File: config.mk
export PLATFORM = sky130hd
export DESIGN_NAME = mul4_seq
export DESIGN_NICKNAME = d
export VERILOG_FILES = /design/src/rtl/mul4_pkg.sv /design/src/rtl/mul4_recoder.sv /design/src/rtl/mul4_multiple.sv /design/src/rtl/mul4_ctrl.sv /design/src/rtl/mul4_seq.sv
export SDC_FILE = /design/constraint.sdc
export NUM_CORES = 1
export LEC_CHECK = 0
export BUFFER_PORTS_ARGS = -buffer_cell sky130_fd_sc_hd__buf_2
export CORE_MARGIN = 5
export CORE_UTILIZATION = 60
export DETAILED_ROUTE_END_ITERATION = 6
export PLACE_DENSITY_LB_ADDON = 0.2
export REMOVE_ABC_BUFFERS = 1
export SYNTH_ARGS = -nofsm -noshare
export SYNTH_HDL_FRONTEND = slang
export SYNTH_SLANG_ARGS = --single-unit
File: constraint.sdc
create_clock -name clk -period 9.8 [get_ports clk]
set_input_delay 1.96 -clock clk [delete_from_list [all_inputs] [get_ports clk]]
set_output_delay 1.96 -clock clk [all_outputs]
set_load 0.03 [all_outputs]
File: src/rtl/mul4_pkg.sv
package mul4_pkg;

    // Which multiple of the multiplicand is added in one iteration
    typedef enum logic [1:0] {
        SEL_ZERO = 2'd0,
        SEL_ONE  = 2'd1,
        SEL_TWO  = 2'd2,
        SEL_NEG  = 2'd3
    } sel_e;

    // Outcome of recoding one radix-4 digit together with the incoming carry
    typedef struct packed {
        sel_e sel;
        logic cout;
    } recode_t;

    // The effective digit is the bit pair plus the carry, a value from 0 to 4.
    // A value of 3 becomes -1 here plus 4 in the next digit. A value of 4
    // becomes 0 here plus 4 in the next digit.
    function automatic recode_t recode_digit(input logic [1:0] bits, input logic cin);
        logic [2:0] eff;
        recode_t    r;
        eff = {1'b0, bits} + {2'b00, cin};
        case (eff)
            3'd0:    begin r.sel = SEL_ZERO; r.cout = 1'b0; end
            3'd1:    begin r.sel = SEL_ONE;  r.cout = 1'b0; end
            3'd2:    begin r.sel = SEL_TWO;  r.cout = 1'b0; end
            3'd3:    begin r.sel = SEL_NEG;  r.cout = 1'b1; end
            default: begin r.sel = SEL_ZERO; r.cout = 1'b1; end
        endcase
        return r;
    endfunction

endpackage

File: src/rtl/mul4_recoder.sv
module mul4_recoder
    import mul4_pkg::*;
(
    input  logic [1:0] digit,
    input  logic       cin,
    output sel_e       sel,
    output logic       cout
);

    recode_t rec;

    always_comb begin
        rec  = recode_digit(digit, cin);
        sel  = rec.sel;
        cout = rec.cout;
    end

endmodule

File: src/rtl/mul4_multiple.sv
module mul4_multiple
    import mul4_pkg::*;
#(
    parameter int WIDTH = 16,
    parameter int AW    = WIDTH + 3
) (
    input  logic [WIDTH-1:0]     a,
    input  sel_e                 sel,
    output logic signed [AW-1:0] mult
);

    localparam int PAD = AW - WIDTH;

    logic [AW-1:0] a_ext;

    // Zero-extend the multiplicand into the accumulator width
    assign a_ext = {{PAD{1'b0}}, a};

    always_comb begin
        case (sel)
            SEL_ONE:  mult = a_ext;
            SEL_TWO:  mult = a_ext << 1;
            SEL_NEG:  mult = -a_ext;
            default:  mult = '0;
        endcase
    end

endmodule

File: src/rtl/mul4_ctrl.sv
module mul4_ctrl #(
    parameter int DIGITS = 8
) (
    input  logic clk,
    input  logic rst,
    input  logic start,
    output logic busy,
    output logic load,
    output logic step,
    output logic absorb,
    output logic done
);

    localparam int CW = $clog2(DIGITS + 1);
    localparam logic [CW-1:0] LAST = CW'(DIGITS);

    logic [CW-1:0] cnt;

    assign load   = start && !busy;
    assign step   = busy && (cnt != LAST);
    assign absorb = busy && (cnt == LAST);

    always_ff @(posedge clk) begin
        if (rst) begin
            busy <= 1'b0;
            done <= 1'b0;
            cnt  <= '0;
        end else begin
            done <= absorb;
            if (load) begin
                busy <= 1'b1;
                cnt  <= '0;
            end else if (absorb) begin
                busy <= 1'b0;
            end else if (step) begin
                cnt  <= cnt + 1'b1;
            end
        end
    end

    // the iteration counter never runs past the absorb step
    a_r3_count_bound: assert property (@(posedge clk) disable iff (rst)
        cnt <= LAST);

    // done only follows a busy cycle
    a_r3_done_after_busy: assert property (@(posedge clk) disable iff (rst)
        done |-> $past(busy));

    // done lasts a single cycle
    a_r3_done_pulse: assert property (@(posedge clk) disable iff (rst)
        done |=> !done);

    // busy only rises in response to a start request
    a_r2_busy_from_start: assert property (@(posedge clk) disable iff (rst)
        $rose(busy) |-> $past(start));

endmodule

File: src/rtl/mul4_seq.sv
module mul4_seq
    import mul4_pkg::*;
#(
    parameter int WIDTH = 16
) (
    input  logic               clk,
    input  logic               rst,
    input  logic               start,
    input  logic [WIDTH-1:0]   a_in,
    input  logic [WIDTH-1:0]   x_in,
    output logic               busy,
    output logic               done,
    output logic [2*WIDTH-1:0] product
);

    localparam int DIGITS = WIDTH / 2;
    localparam int AW     = WIDTH + 3;

    logic load, step, absorb;

    logic [WIDTH-1:0]     a_q;
    logic [WIDTH-1:0]     x_q;
    logic [WIDTH-1:0]     low_q;
    logic signed [AW-1:0] acc_q;
    logic                 carry_q;

    sel_e                 sel;
    logic                 cout;
    logic signed [AW-1:0] mult;
    logic signed [AW-1:0] sum;
    logic signed [AW-1:0] fin;

    mul4_ctrl #(.DIGITS(DIGITS)) u_ctrl (
        .clk    (clk),
        .rst    (rst),
        .start  (start),
        .busy   (busy),
        .load   (load),
        .step   (step),
        .absorb (absorb),
        .done   (done)
    );

    mul4_recoder u_rec (
        .digit (x_q[1:0]),
        .cin   (carry_q),
        .sel   (sel),
        .cout  (cout)
    );

    // In the absorb step the lowest digit is not used: a pending carry
    // selects plain a, otherwise zero
    sel_e sel_eff;
    assign sel_eff = absorb ? (carry_q ? SEL_ONE : SEL_ZERO) : sel;

    mul4_multiple #(.WIDTH(WIDTH), .AW(AW)) u_mult (
        .a    (a_q),
        .sel  (sel_eff),
        .mult (mult)
    );

    assign sum = acc_q + mult;
    assign fin = sum;

    always_ff @(posedge clk) begin
        if (rst) begin
            a_q     <= '0;
            x_q     <= '0;
            low_q   <= '0;
            acc_q   <= '0;
            carry_q <= 1'b0;
            product <= '0;
        end else if (load) begin
            a_q     <= a_in;
            x_q     <= x_in;
            low_q   <= '0;
            acc_q   <= '0;
            carry_q <= 1'b0;
        end else if (step) begin
            acc_q   <= sum >>> 2;
            low_q   <= {sum[1:0], low_q[WIDTH-1:2]};
            x_q     <= x_q >> 2;
            carry_q <= cout;
        end else if (absorb) begin
            product <= {fin[WIDTH-1:0], low_q};
            carry_q <= 1'b0;
        end
    end

    // the final high half is non-negative and fits in WIDTH bits
    a_r4_final_fits: assert property (@(posedge clk) disable iff (rst)
        absorb |-> (fin[AW-1:WIDTH] == '0));

    // the product register only changes when done is raised
    a_r9_product_hold: assert property (@(posedge clk) disable iff (rst)
        (!done && !$past(rst)) |-> $stable(product));

    // the carry flip-flop is clear whenever the block is idle
    a_r5_carry_idle: assert property (@(posedge clk) disable iff (rst)
        (!busy && !$past(rst)) |-> !carry_q);

endmodule

## Word level (Yosys, flattened, before mapping)

Index checks and enable logic that the tools add are counted.

| cells by class | value |
|---|---|
| add/subtract/negate cells | 4 |
| eq/ne operators | 8 |
| muxes and demuxes | 9 |
| bitwise logic cells | 3 |
| reductions and logical operators | 11 |

Operator list:

| operator | number |
|---|---|
| $pmux 19 s3 | 1 |
| $mux 16 | 2 |
| $add 17x19->19 | 1 |
| $neg 16->19 | 1 |
| $pmux 3 s4 | 1 |
| $eq 3x2->1 const B | 2 |
| $reduce_bool 2->1 | 3 |
| $add 4x1->4 const B | 1 |
| $eq 2x2->1 const B | 2 |
| $eq 4x4->1 const B | 1 |
| $mux 1 | 4 |
| $ne 4x4->1 const B | 1 |
| $add 2x1->3 | 1 |
| $eq 3x1->1 const B | 1 |
| $logic_and 1x1->1 | 3 |
| $logic_not 3->1 | 1 |
| $not 1->1 | 3 |
| $reduce_and 3->1 | 1 |
| $eq 2x1->1 const B | 1 |
| $mux 2 | 1 |
| $reduce_and 2->1 | 1 |
| $reduce_or 2->1 | 1 |
| $logic_not 1->1 | 1 |

| storage, ports and cells | value |
|---|---|
| bits in registers | 104 |
| logic and storage cells | 44 |

## Logic depth before layout (Yosys ltp)

| depth | value |
|---|---|
| depth in word-level cells | 7 |
| depth in mapped cells | 20 |
| mapped depth without buffers | 17 |

## By module

From an unflattened synthesis, not the netlist that was laid out.

| second synthesis, totals | value |
|---|---|
| cells, all modules | 658 |
| area, all modules | 5486.5 um^2 |

Modules (own cells, without submodules):

| module | instances | cells each | area an instance (um^2) | seq. area each (um^2) |
|---|---|---|---|---|
| mul4_seq | 1 | 519 | 4529.3 | 1961.9 |
| mul4_multiple | 1 | 102 | 623.1 | 0.0 |
| mul4_ctrl | 1 | 32 | 289.0 | 120.1 |
| mul4_recoder | 1 | 5 | 45.0 | 0.0 |

## Worst setup path after synthesis

Ideal clock, no wire load.

| path | value |
|---|---|
| kind | reg2reg |
| start point | register u_ctrl.busy |
| end point | register acc_q[16] (netlist name) |
| arrival time | 3.425 ns |
| data required time | 9.738 ns |
| slack | 6.314 ns |
| cell stages (with the launch flop) | 18 |
| period minus slack after synthesis | 3.486 ns |
| cells stage by stage | dfxtp_1 -> inv_1 -> or2_1 -> buf_4 -> nand3b_1 -> and2_1 -> buf_2 -> buf_6 -> nor2_1 -> ha_1 -> fa_1 -> a21oi_1 -> nand4b_1 -> a21oi_2 -> o21a_1 -> o211ai_1 -> mux2_2 -> nand3_1 |

| between the ends | value |
|---|---|
| longest elaborated chain between the ends | 5 |
| elaborated cells on any way between the ends | 11 |
| classes of those cells | add/sub (1); eq/ne (3); mux (2); reduce/logical (5) |

Ends and longest elaborated chain:

| element | line | text |
|---|---|---|
| from (decl) | mul4_ctrl.sv:7 | `output logic busy,` |
| from (signal assigned) | mul4_ctrl.sv:25 | `busy <= 1'b0;` |
| from (signal assigned) | mul4_ctrl.sv:31 | `busy <= 1'b1;` |
| from (signal assigned) | mul4_ctrl.sv:34 | `busy <= 1'b0;` |
| $logic_and 1x1->1 | mul4_ctrl.sv:21 | `assign absorb = busy && (cnt == LAST);` |
| $mux 2 | mul4_seq.sv:54 | `assign sel_eff = absorb ? (carry_q ? SEL_ONE : SEL_ZERO) : sel;` |
| $eq 2x2->1 or $eq 2x1->1 (tied branches) | mul4_multiple.sv:20 | `case (sel)` |
| $pmux 19 s3 | mul4_multiple.sv:20 |  |
| $add 17x19->19 | mul4_seq.sv:62 | `assign sum = acc_q + mult;` |

Several ways; a longest one is shown, not always the timed one.
A chain may end at the register's enable or synchronous reset.

## Worst setup path after layout

| path | value |
|---|---|
| start point | register u_ctrl.cnt[0] |
| end point | register acc_q[16] (netlist name) |

| between the ends | value |
|---|---|
| longest elaborated chain between the ends | 6 |
| elaborated cells on any way between the ends | 10 |
| classes of those cells | add/sub (1); eq/ne (5); mux (2); reduce/logical (2) |

Ends and longest elaborated chain:

| element | line | text |
|---|---|---|
| from (decl) | mul4_ctrl.sv:17 | `logic [CW-1:0] cnt;` |
| from (signal assigned) | mul4_ctrl.sv:36 | `cnt <= cnt + 1'b1;` |
| $eq 4x4->1 | mul4_ctrl.sv:21 |  |
| $logic_and 1x1->1 | mul4_ctrl.sv:21 |  |
| $mux 2 | mul4_seq.sv:54 |  |
| $eq 2x2->1 or $eq 2x1->1 (tied branches) | mul4_multiple.sv:20 |  |
| $pmux 19 s3 | mul4_multiple.sv:20 |  |
| $add 17x19->19 | mul4_seq.sv:62 |  |

Several ways; a longest one is shown, not always the timed one.

==> summary.md <==
| Metric | Value |
|---|---|
| GR Overflow Total | `0` |
| Unrepaired setup endpoints after global routing | `no` |
| Via density | `5.69` |
| Largest net degree at the start of global routing | `71` |
| Post-synth EDFFs | `0` |
| Setup TNS | `0 ps` |
| Commonest cells post-synth | `nand2_1, a21oi_1, dfxtp_1` |
| Worst EP arrival | `4420 ps` |
| Max frequency | `244 MHz` |
| Clock transition at path regs | `120 ps` |
| Vias in the first global route | `4532` |
| Syn Area/Cell | `7.60 um2` |
| FF-to-FF path depth | `17` |
| WL/cell | `14.0 um` |
| Post-synth top area share | `39.3%` |
| Die Height | `104 um` |
| Status | `completed` |
| Number of hold buffers added after CTS | `0` |
| Register area share after synthesis | `39.3%` |
| Nets | `797` |
| RR Startpoint | `u_ctrl.cnt[0]` |
| WL final | `11900 um` |
| R2R Setup Slk | `5700 ps` |
| CP Max Fanout | `35` |
| Mapped Area | `5300 um2` |
| Post-Syn Instances | `698` |
| WP data required | `10120 ps` |
| # DRC | `0` |
| Fin Clk Skew | `21.3 ps` |
| Layout cell share with drive strength beyond 1 | `14.4%` |
| Routability cong. | `0.939` |
| Setup crit end | `acc_q[16]` |
| Tcrit/Tclk final | `41.8%` |
| Area contributors post-synth | `dfxtp_1, nand2_1, a21oi_1, ha_1, nor2_1` |
| Die area | `10800 um2` |
| Core Region | `8680 um2` |
| Least-Margin Pin Slew | `1030 ps` |
| Starting Density | `61.1%` |
| GRT Total Usage | `21.9%` |
| Clock root cell | `clkbuf_8` |
| Biggest area consumer among synthesized cells | `dfxtp_1` |
| LEAKAGE | `2.28 nW` |
| Antenna Nets Post-Route | `0` |
| ANT cells | `0` |
| Critical path launch point | `u_ctrl.cnt[0]` |
| # Post-CTS Setup Buffers | `0` |
| Max_cap viols | `0` |
| Final setup fails | `0` |
| First-pass GRT wire length | `20400 um` |
| CTS resizes | `0` |
| Most common cell in the synthesized netlist | `nand2_1` |
| I/O pin count | `69` |
| Synth warnings | `0` |
| Top_reg_cell synth | `dfxtp_1` |
| Antenna violations before repair | `0` |
| Critical setup path kind | `flip-flop to flip-flop` |
| H-tree level count | `3` |
| Max-slew violations | `0` |
| Skew-Pair Late Insertion Delay | `390 ps` |
| Filler cells | `787` |
| Vias | `4841` |
| Final core utilization | `67.3%` |
| Clock buffer depth | `2` |
| Hpwl dp | `8410 um` |
| Core Rows | `34` |
| DRT Pass-1 Iters | `5` |
| CP Capture Type | `flip-flop` |
| Die width | `104 um` |
| Slew headroom | `31.4%` |
| Total CTS buffers | `9` |
| Worst setup SP type | `flip-flop` |
| Async SR Flop Fraction | `0%` |
| Port bufs | `68` |
| Initial drt markers | `179` |
| FF-to-FF End | `acc_q[16]` |
| Area Overhead vs Synth | `10.1%` |
| Worst Hold Class | `flip-flop to flip-flop` |
| Flops & latches, synth | `104` |
| Place WS | `5780 ps` |
| Final setup margin | `5700 ps` |
| PD cells | `140 nW/um2` |
| Yosys cell types | `59` |
| Clock tree from TritonCTS | `done` |
| Clock sink count | `104` |
| Hold path depth | `2` |
| Peak supply drop | `0.0000670 V` |
| Tmin final | `4100 ps` |
| Overall power | `0.000817 W` |
| Final hold violation count | `0` |
[critical path: stages, from the launching register on]
cell and delay [ps]:
dfxtp_1 410, inv_1 60, ha_1 200, and4b_1 170
buf_4 240, nand2_1 120, and2_1 430, nor2_1 160
nand2_1 90, o21ai_0 140, fa_1 500, a21oi_1 180
nand4b_1 190, a21oi_2 100, o21a_1 200, o211ai_1 330
mux2_2 390, nand3_1 90
[state kept, by name, indices dropped and copies added (netlist names)]
signal / cells
low_q: 16
a_q: 16
u_ctrl.done: 1
acc_q: 17
carry_q: 1
x_q: 16
product: 32
u_ctrl.busy: 1
u_ctrl.cnt: 4
[per-layer routing]
layer	part of all wire (%)	vias up	track usage, %
met3	6.3	23	4.72
met1	45	2181	27.6
met5	0	-	0
met4	2.0	0	8.70
li1	-	2478	-
met2	46	159	36.4
[cell usage in the layout (no fill, tap or decap), types with 2 or more instances in the layout]
cell and count:
nand2_1 182, a21oi_1 112, dfxtp_1 104, buf_2 68, nor2_1 42, o21ai_0 25, ha_1 23, a22oi_1 15
inv_1 14, nand3_1 14, nor3_1 11, xnor2_1 10, xor2_1 9, clkbuf_8 9, a211oi_1 8, nand3b_1 7
o22ai_1 7, buf_4 6, nand2b_1 5, a21o_1 5, o211ai_1 5, and3_1 4, o21a_1 4, and2_1 3
a41oi_1 3, clkinv_8 3, mux2i_1 2, nor3_2 2, a32oi_1 2, nor3b_1 2, a21oi_2 2, nand4b_1 2
or4_1 2, nand4_1 2, inv_6 2
[metrics by stage]
stage	cell area [um2]	instances	hold WS [ps]
2_1_floorplan	5100	653	426
3_3_place_gp	5630	835	439
3_5_place_dp	5630	835	445
4_1_cts	5840	851	461
5_1_grt	5840	851	481
6_report	5840	851	458
[cell type report]
type	instances	area [um2]	area share, %
flip-flops and latches	104	2080	35.7
repair buffers	74	385	6.60
clock inverters	7	86.3	1.48
clock buffers	9	124	2.12
multi-input cells	535	2970	50.9
well taps	108	135	2.31
inverters	14	52.6	0.900
[cells by family after synthesis]
| logic type | synth area share [%] |
|---|---|
| xor gates and xnor gates | 3.14 |
| AOI/OAI and AO/OA | 22.2 |
| buffers and inverters | 4.72 |
| DFF | 39.3 |
| muxes | 0.590 |
| adders and majority gates | 5.80 |
| and+or+nand+nor | 24.3 |
[worst min-delay path by stage]
stage | endpoint | slack, ps | from
finish | product[1] | 460 | product[1]
global route | product[9] | 480 | product[9]
CTS | product[7] | 460 | product[7]
detailed placement | product[12] | 440 | product[12]
global placement | product[11] | 440 | product[11]
floorplan | product[0] | 430 | low_q[0]
[report_power, final]
| group | switching [W] | internal (W) | leakage, nW |
|---|---|---|---|
| Combinational | 0.0000659 | 0.0000351 | 1.33 |
| Clock | 0.000169 | 0.000103 | 0.105 |
| Sequential | 0.0000114 | 0.000433 | 0.843 |
| Total | 0.000246 | 0.000571 | 2.28 |
Note: power is estimated with default switching activity, not from simulation.
